--- config.mk ---
export PLATFORM = sky130hd
export DESIGN_NAME = ovt_stage_alarm
export DESIGN_NICKNAME = d
export VERILOG_FILES = /design/src/rtl/ovt_pkg.sv /design/src/rtl/ovt_level_table.sv /design/src/rtl/ovt_stage_tracker.sv /design/src/rtl/ovt_reg_bank.sv /design/src/rtl/ovt_stage_alarm.sv
export SDC_FILE = /design/constraint.sdc
export NUM_CORES = 1
export LEC_CHECK = 0
export ABC_AREA = 0
export BUFFER_PORTS_ARGS = -buffer_cell sky130_fd_sc_hd__buf_2
export CORE_MARGIN = 1.5
export CORE_UTILIZATION = 51
export CTS_BUF_LIST = sky130_fd_sc_hd__clkbuf_4 sky130_fd_sc_hd__clkbuf_8
export DETAILED_ROUTE_END_ITERATION = 6
export PLACE_DENSITY_LB_ADDON = 0.05
export SLEW_MARGIN = 0
export SYNTH_ARGS = -nofsm -noshare
export SYNTH_HDL_FRONTEND = slang
export SYNTH_HIERARCHICAL = 1
export SYNTH_SLANG_ARGS = --single-unit
--- constraint.sdc ---
create_clock -name clk -period 2.2 [get_ports clk]
set_input_delay 0.44 -clock clk [delete_from_list [all_inputs] [get_ports clk]]
set_output_delay 0.44 -clock clk [all_outputs]
set_load 0.01 [all_outputs]
--- src/rtl/ovt_pkg.sv ---
package ovt_pkg;
  localparam int unsigned REG_AW = 8;
  localparam int unsigned REG_DW = 8;
  localparam int unsigned NUM_LEVELS = 3;
  localparam int unsigned STAGE_W = 2;
  localparam int unsigned THR_W = 2;
  localparam int unsigned EN_BIT = 7;

  typedef logic [STAGE_W-1:0] stage_t;
  typedef logic [THR_W-1:0]   thr_t;

  localparam logic [REG_AW-1:0] OFS_ID_TYPE  = 8'h04;
  localparam logic [REG_AW-1:0] OFS_ID_SUB   = 8'h05;
  localparam logic [REG_AW-1:0] OFS_STATUS   = 8'h08;
  localparam logic [REG_AW-1:0] OFS_THRESH   = 8'h40;
  localparam logic [REG_AW-1:0] OFS_ALARM    = 8'h46;

  localparam logic [REG_DW-1:0] ID_TYPE_VAL  = 8'h09;
  localparam logic [REG_DW-1:0] ID_SUB_VAL   = 8'h08;
endpackage

--- src/rtl/ovt_level_table.sv ---
module ovt_level_table
  import ovt_pkg::*;
#(
  parameter int TEMP_W        = 20,
  parameter int BASE_MC       = 105000,
  parameter int THR_STEP_MC   = 5000,
  parameter int STAGE_STEP_MC = 20000,
  parameter int HYST_MC       = 2000,
  localparam int LVL_W        = TEMP_W + 1
) (
  input  thr_t                                 thr,
  output logic [NUM_LEVELS-1:0][LVL_W-1:0]     rise_at,
  output logic [NUM_LEVELS-1:0][LVL_W-1:0]     fall_below
);
  logic [LVL_W-1:0] thr_offset;

  assign thr_offset = LVL_W'(thr) * LVL_W'(THR_STEP_MC);

  // One rise point and one fall point per level, both shifted by the threshold.
  for (genvar k = 0; k < NUM_LEVELS; k++) begin : g_level
    localparam int LEVEL_BASE = BASE_MC + k * STAGE_STEP_MC;
    assign rise_at[k]    = LVL_W'(LEVEL_BASE + HYST_MC) + thr_offset;
    assign fall_below[k] = LVL_W'(LEVEL_BASE - HYST_MC) + thr_offset;
  end
endmodule

--- src/rtl/ovt_stage_tracker.sv ---
module ovt_stage_tracker
  import ovt_pkg::*;
#(
  parameter int TEMP_W = 20,
  localparam int LVL_W = TEMP_W + 1
) (
  input  logic                              clk,
  input  logic                              rst_n,
  input  logic                              enable,
  input  logic [TEMP_W-1:0]                 temp_mc,
  input  logic [NUM_LEVELS-1:0][LVL_W-1:0]  rise_at,
  input  logic [NUM_LEVELS-1:0][LVL_W-1:0]  fall_below,
  output stage_t                            stage_q,
  output logic                              irq_q
);
  logic [LVL_W-1:0] temp_ext;
  logic [LVL_W-1:0] rise_sel;
  logic [LVL_W-1:0] fall_sel;
  logic             go_up;
  logic             go_down;
  stage_t           stage_nxt;
  logic             stage_ld;
  logic             irq_nxt;

  assign temp_ext = {1'b0, temp_mc};

  // Pick the level above and the level below the present stage.
  always_comb begin
    unique case (stage_q)
      2'd0:    begin rise_sel = rise_at[0]; fall_sel = fall_below[0]; end
      2'd1:    begin rise_sel = rise_at[1]; fall_sel = fall_below[0]; end
      2'd2:    begin rise_sel = rise_at[2]; fall_sel = fall_below[1]; end
      default: begin rise_sel = rise_at[2]; fall_sel = fall_below[2]; end
    endcase
  end

  always_comb begin
    go_up     = (stage_q != 2'd3) && (temp_ext >= rise_sel);
    go_down   = (stage_q != 2'd0) && (temp_ext <  fall_sel);
    stage_nxt = stage_q;
    if (!enable)      stage_nxt = 2'd0;
    else if (go_up)   stage_nxt = stage_q + 2'd1;
    else if (go_down) stage_nxt = stage_q - 2'd1;
    stage_ld = (stage_nxt != stage_q);
    irq_nxt  = enable && stage_ld;
  end

  always_ff @(posedge clk or negedge rst_n) begin
    if (!rst_n) begin
      stage_q <= 2'd0;
    end else if (stage_ld) begin
      stage_q <= stage_nxt;
    end
  end

  always_ff @(posedge clk or negedge rst_n) begin
    if (!rst_n) irq_q <= 1'b0;
    else        irq_q <= irq_nxt;
  end

  assert_single_step_R5: assert property (@(posedge clk) disable iff (!rst_n)
    ($past(enable) && stage_q != $past(stage_q)) |->
      (({1'b0, stage_q} == {1'b0, $past(stage_q)} + 3'd1) ||
       ({1'b0, stage_q} + 3'd1 == {1'b0, $past(stage_q)})));

  assert_rise_cause_R5: assert property (@(posedge clk) disable iff (!rst_n)
    (stage_q > $past(stage_q)) |-> ($past(temp_ext) >= $past(rise_sel)));

  assert_fall_cause_R6: assert property (@(posedge clk) disable iff (!rst_n)
    ($past(enable) && stage_q < $past(stage_q)) |-> ($past(temp_ext) < $past(fall_sel)));

  assert_irq_means_change_R8: assert property (@(posedge clk) disable iff (!rst_n)
    irq_q |-> (stage_q != $past(stage_q)));

  assert_change_means_irq_R8: assert property (@(posedge clk) disable iff (!rst_n)
    ($past(enable) && stage_q != $past(stage_q)) |-> irq_q);

  assert_disabled_quiet_R9: assert property (@(posedge clk) disable iff (!rst_n)
    !$past(enable) |-> (stage_q == 2'd0 && !irq_q));
endmodule

--- src/rtl/ovt_reg_bank.sv ---
module ovt_reg_bank
  import ovt_pkg::*;
(
  input  logic              clk,
  input  logic              rst_n,
  input  logic [REG_AW-1:0] addr,
  input  logic              we,
  input  logic [REG_DW-1:0] wdata,
  input  stage_t            stage,
  output thr_t              thr_q,
  output logic              en_q,
  output logic [REG_DW-1:0] rdata
);
  thr_t thr_nxt;
  logic thr_ld;
  logic en_nxt;
  logic en_ld;

  always_comb begin
    thr_ld  = we && (addr == OFS_THRESH);
    thr_nxt = wdata[THR_W-1:0];
    en_ld   = we && (addr == OFS_ALARM);
    en_nxt  = wdata[EN_BIT];
  end

  always_ff @(posedge clk or negedge rst_n) begin
    if (!rst_n) begin
      thr_q <= '0;
    end else if (thr_ld) begin
      thr_q <= thr_nxt;
    end
  end

  always_ff @(posedge clk or negedge rst_n) begin
    if (!rst_n) begin
      en_q <= 1'b0;
    end else if (en_ld) begin
      en_q <= en_nxt;
    end
  end

  always_comb begin
    rdata = '0;
    unique case (addr)
      OFS_ID_TYPE: rdata = ID_TYPE_VAL;
      OFS_ID_SUB:  rdata = ID_SUB_VAL;
      OFS_STATUS:  rdata[STAGE_W-1:0] = stage;
      OFS_THRESH:  rdata[THR_W-1:0] = thr_q;
      OFS_ALARM:   rdata[EN_BIT] = en_q;
      default:     rdata = '0;
    endcase
  end

  assert_id_type_R2: assert property (@(posedge clk) disable iff (!rst_n)
    (addr == OFS_ID_TYPE) |-> (rdata == 8'h09));

  assert_unmapped_zero_R2: assert property (@(posedge clk) disable iff (!rst_n)
    (addr != OFS_ID_TYPE && addr != OFS_ID_SUB && addr != OFS_STATUS &&
     addr != OFS_THRESH && addr != OFS_ALARM) |-> (rdata == 8'h00));

  assert_thr_write_R3: assert property (@(posedge clk) disable iff (!rst_n)
    (we && addr == OFS_THRESH) |=> (thr_q == $past(wdata[1:0])));

  assert_en_write_R3: assert property (@(posedge clk) disable iff (!rst_n)
    (we && addr == OFS_ALARM) |=> (en_q == $past(wdata[7])));

  assert_wdata_known_R3: assert property (@(posedge clk) disable iff (!rst_n)
    we |-> !$isunknown(wdata));
endmodule

--- src/rtl/ovt_stage_alarm.sv ---
module ovt_stage_alarm
  import ovt_pkg::*;
#(
  parameter int TEMP_W        = 20,
  parameter int BASE_MC       = 105000,
  parameter int THR_STEP_MC   = 5000,
  parameter int STAGE_STEP_MC = 20000,
  parameter int HYST_MC       = 2000
) (
  input  logic              clk,
  input  logic              rst_n,
  input  logic [TEMP_W-1:0] temp_mc,
  input  logic [7:0]        reg_addr,
  input  logic              reg_we,
  input  logic [7:0]        reg_wdata,
  output logic [7:0]        reg_rdata,
  output logic              irq_pulse
);
  localparam int LVL_W = TEMP_W + 1;

  logic [1:0]                        rst_sync_q;
  logic                              rst_core_n;
  thr_t                              thr;
  logic                              enable;
  stage_t                            stage;
  logic [NUM_LEVELS-1:0][LVL_W-1:0]  rise_at;
  logic [NUM_LEVELS-1:0][LVL_W-1:0]  fall_below;

  // Asserted asynchronously, released on the clock.
  always_ff @(posedge clk or negedge rst_n) begin
    if (!rst_n) rst_sync_q <= 2'b00;
    else        rst_sync_q <= {rst_sync_q[0], 1'b1};
  end
  assign rst_core_n = rst_sync_q[1];

  ovt_reg_bank u_regs (
    .clk   (clk),
    .rst_n (rst_core_n),
    .addr  (reg_addr),
    .we    (reg_we),
    .wdata (reg_wdata),
    .stage (stage),
    .thr_q (thr),
    .en_q  (enable),
    .rdata (reg_rdata)
  );

  ovt_level_table #(
    .TEMP_W        (TEMP_W),
    .BASE_MC       (BASE_MC),
    .THR_STEP_MC   (THR_STEP_MC),
    .STAGE_STEP_MC (STAGE_STEP_MC),
    .HYST_MC       (HYST_MC)
  ) u_levels (
    .thr        (thr),
    .rise_at    (rise_at),
    .fall_below (fall_below)
  );

  ovt_stage_tracker #(
    .TEMP_W (TEMP_W)
  ) u_tracker (
    .clk        (clk),
    .rst_n      (rst_core_n),
    .enable     (enable),
    .temp_mc    (temp_mc),
    .rise_at    (rise_at),
    .fall_below (fall_below),
    .stage_q    (stage),
    .irq_q      (irq_pulse)
  );

  assert_reset_state_R1: assert property (@(posedge clk)
    (!rst_core_n) |=> (!irq_pulse && stage == 2'd0));
endmodule

**Word-level counts from Yosys, hierarchy flattened**

Cells that the tools add are included.

- Add/sub/neg operators: 8
- Multiply operators: 1
- Magnitude comparators: 2
- Eq/ne operators: 9
- Multiplexer cells: 8
- Reduce and logical (&&, ||, !) cells: 9

Operator list:

| cell | number |
|---|---|
| $pmux 21 s2 | 2 |
| $add 17x15->18 const A | 4 |
| $add 18x15->19 const A | 2 |
| $ge 20x21->1 | 1 |
| $lt 20x21->1 | 1 |
| $eq 8x3->1 const B | 2 |
| $eq 8x7->1 const B | 2 |
| $mul 2x10->12 const B | 1 |
| $eq 8x4->1 const B | 1 |
| $mux 2 | 4 |
| $pmux 2 s3 | 1 |
| $logic_and 1x1->1 | 5 |
| $reduce_or 2->1 | 2 |
| $add 2x1->2 const B | 1 |
| $eq 2x1->1 const B | 1 |
| $eq 2x2->1 const B | 1 |
| $logic_not 2->1 | 1 |
| $ne 2x2->1 | 1 |
| $ne 2x2->1 const B | 1 |
| $reduce_bool 2->1 | 1 |
| $sub 2x1->2 const B | 1 |
| $mux 1 | 1 |

- Flip-flop bits (word level): 8
- Input port bits: 39
- Output and inout port bits: 9
- Logic and storage cells: 42

**Longest topological paths before layout**

- Word-level depth: 10
- Mapped depth: 17
- Mapped depth without buffers: 16

**Cells and area by module**

Netlist, hierarchy kept.

By module, submodules not included:

| module | instances | cells an instance | area each (um2) | seq. area each (um2) |
|---|---|---|---|---|
| ovt_stage_tracker | 1 | 247 | 1788.0 | 75.1 |
| ovt_level_table | 1 | 142 | 1062.3 | 0.0 |
| ovt_reg_bank | 1 | 30 | 277.8 | 75.1 |
| ovt_stage_alarm | 1 | 3 | 53.8 | 50.0 |

**Least setup slack after synthesis**

OpenSTA, ideal clock, no wires.

- Path type: reg-to-reg
- Start point: reg u_regs.thr_q[0]
- End point: reg u_tracker.stage_q[0]
- Library setup time: 0.079 ns
- Arrival time: 3.421 ns
- Required time: 2.121 ns
- Setup slack: -1.301 ns
- Stages on the path, launching flop included: 15
- Path buffers: 1
- Clock period less this slack: 3.501 ns
- Cell sequence: dfrtp_1 > inv_1 > ha_1 > inv_1 > buf_4 > a22o_1 > a21oi_1 > ha_1 > a21o_1 > a21o_1 > a221o_1 > a31oi_1 > a211o_1 > and3b_1 > mux2i_1

RTL lines:

| element | RTL line | text |
|---|---|---|
| start, declared | ovt_reg_bank.sv:10 | `output thr_t thr_q,` |
| start signal, assigned | ovt_reg_bank.sv:30 | `thr_q <= thr_nxt;` |
| end signal, assigned | ovt_stage_tracker.sv:52 | `stage_q <= stage_nxt;` |
| end, declared | ovt_stage_tracker.sv:13 | `output stage_t stage_q,` |

==> flow_summary.json <==
{
  "rsz0062_at_grt": "true",
  "start_kind": "flip-flop",
  "cts.root.buffer_cell": "clkbuf_8",
  "drt-initial-drc-count": 106,
  "skew_ns": 0.00529,
  "criticalPathCategory": "flip-flop to flip-flop",
  "setup_ws_ns": -0.788,
  "cp-startpoint": "u_regs/thr_q[0]",
  "cts_buffers": 3,
  "synth_seq_cells": 8,
  "critPathCaptureType": "flip-flop",
  "period_needed_ns": 2.99,
  "postRouteAntennaNets": 0,
  "clk_latency_ns": 0.23,
  "status": "finished with violations",
  "grt_usage": 0.229,
  "nets": 570,
  "finalHoldViolations": 0,
  "worst-path-max-fanout": 6,
  "die_w_um": 82.0,
  "syn2layout_area_growth_pct": 13.8,
  "violations": "negative setup slack",
  "place_congestion": 0.922,
  "max_stage_delay_ns": 0.40,
  "grt_max_degree": 18,
  "crit_top_cell": "ha_4",
  "stdcell_count": 553,
  "antenna_found_initial": 0,
  "grt_pass1_vias": 2677,
  "drive_gt1_frac": 0.328,
  "clk_pin_slew_ns": 0.05,
  "finalMaxSlewViolations": 0,
  "yosysWarnings": 6,
  "placed_area_um2": 3450,
  "post-route-util": 0.608,
  "max-cap-violations": 0,
  "reg2reg_from": "u_regs/thr_q[0]",
  "cp_slowest_cell": "dfrtp_2",
  "cts.sinks": 8,
  "syn_area_per_cell_um2": 7.54,
  "arrival_ns": 3.14,
  "rows": 28,
  "fmax_ghz": 0.335,
  "start_util": 0.534,
  "fin_crit_sh": 1.36,
  "vias": 2784,
  "worst_ir_drop_vdd_mv": 0.328,
  "dpl.cell_count": 544,
  "synth_area_um2": 3180,
  "cts_max_path_buffers": 2,
  "top_level_ports": 48,
  "htreeDepth": 1,
  "wl_um": 7320,
  "fillers": 590,
  "first_pass_iters": 4,
  "dp_hpwl_um": 6250,
  "setup_viol": 3,
  "cellPowerDensity_nw_per_um2": 252,
  "grt_pass1_wl_um": 11900,
  "route.detailed.drc": 0,
  "die_h_um": 82.0,
  "path_cells": "clkinvlp_4, ha_4, ha_4, nor2b_4, a32o_1, a22oi_2, nor2_1, a21oi_1, ha_1, nand4_1, nor3_2, o311ai_2, o211ai_2, a21boi_1, and3b_2, mux2i_1",
  "synthArstFlopShare": 1.00,
  "coreArea_um2": 5960,
  "holdCritPathClass": "flip-flop to asynchronous set/reset pin",
  "portBuffers": 38,
  "final_cell_area_um2": 3620,
  "diodes": 0,
  "dieArea_um2": 6720,
  "total_leakage_power_nw": 1.94,
  "overflow": 0,
  "syn_inst": 422,
  "ys.flop_type": "dfrtp_1",
  "cts_tree": "done",
  "r2r_setup_slack_ns": -0.79,
  "crit_required_ns": 2.35,
  "routedWlPerCell_um": 13.2,
  "tns_ns": -2.24,
  "yosysUniqueCellTypes": 54,
  "detail_route.vias_per_cell": 5.03,
  "hold_ws_ns": 0.109,
  "synth-edff-count": 0,
  "ys_seq_area_frac": 0.0629
}
==> metrics by stage <==
step / setup slack [ns] / power, W
2_1_floorplan: -0.960 / 0.000633
3_3_place_gp: -0.805 / 0.000671
3_5_place_dp: -0.815 / 0.000679
4_1_cts: -0.803 / 0.000888
5_1_grt: -0.999 / 0.000996
6_report: -0.788 / 0.000912
==> area by class of cell <==
cell class	count	area [um2]	share of cell area
Sequential cell	8	201	0.0556
Tap cell	75	93.8	0.0259
Clock buffer	4	48.8	0.0135
Inverter	15	67.6	0.0187
Multi-Input combinational cell	335	2420	0.668
Timing Repair Buffer	116	791	0.218
==> critical path: cells and delay by family, from the launching register on <==
family | cells | cell delay [ns]
compound gates | 6 | 0.84
fa+ha+maj | 3 | 0.53
buf+inv | 1 | 0.16
flops | 1 | 0.40
mux | 1 | 0.18
simple gates | 5 | 0.78
==> metal layers <==
layer  global-route usage  part of all wire  routed length (um)
met5                    0                 0                   0
met1                0.293              0.46                3370
met4               0.0424            0.0057                  42
met2                0.410              0.50                3640
met3               0.0278             0.037                 272
==> worst paths after layout <==
check | end | depth (start not counted)
setup / recovery | u_tracker/stage_q[0] | 16
hold / removal | u_regs/thr_q[1] | 0
setup reg to reg | u_tracker/stage_q[0] | 16
hold reg to reg | u_regs/thr_q[1] | 0
max in group asynchronous | rst_sync_q[0] | 2
min in group clk | rst_sync_q[1] | 0
==> cell usage after synthesis, types with 6 or more instances <==
library cell,n,area (um2)
a21oi_1,55,275
a22o_1,19,166
a22oi_1,21,158
buf_4,100,751
clkbuf_1,14,52.6
dfrtp_1,8,200
ha_1,52,651
inv_1,15,56.3
nand2_1,19,71.3
nand2b_1,6,37.5
nor2_1,27,101
==> sequential cells by signal, summed over array words and instances, names as in the netlist <==
register,cells
rst_sync_q,2
u_regs/thr_q,2
u_tracker/stage_q,2
u_regs/en_q,1
u_tracker/irq_q,1
==> timing repair <==
item / 4_1_cts / 5_1_grt
hold buffers: 1 / 0
hold endpoints to repair: 2 / 0
pin swaps: 4 / 7
buffers inserted: 2 / 2
setup endpoints to repair: 3 / 3
resized for setup: 5 / 16
==> report_power, final <==
group	internal [W]	leakage, nW	switching [W]
Combinational	0.000272	1.81	0.000279
Clock	0.000138	0.0262	0.0000626
Sequential	0.000153	0.105	0.00000714
==> cell families after synthesis <==
logic type      count (synthesis)  synth area share
compound gates                127             0.266
xor+xnor                        8            0.0220
fa+ha+maj                      52             0.204
buf+inv                       132             0.277
flops                           8            0.0629
mux                             5            0.0169
other cells                     4           0.00472
simple gates                   86             0.146
==> cell usage in the layout (no fill, tap or decap), types with 2 or more instances in the layout <==
master and n:
ha_1 48, nor3_1 2, inv_1 12, a22o_1 19
nor2_1 24, clkbuf_8 3, nand3_1 4, nand3b_1 2
dfrtp_1 7, mux2i_1 2, a22oi_2 2, a31oi_1 3
conb_1 57, nor2_2 3, nor2b_1 3, o21ai_2 2
nand2_1 19, mux2_2 3, buf_4 76, a211o_1 2
a221oi_1 2, and4_1 3, a21oi_1 48, ha_4 3
o211ai_1 2, xor2_1 3, nand2b_1 6, buf_2 38
nand4_1 5, a21oi_2 7, o21ai_0 3, xnor2_1 4
a21o_1 5, a22oi_1 19, nor3_2 2
(Power assumes the default switching activity.)
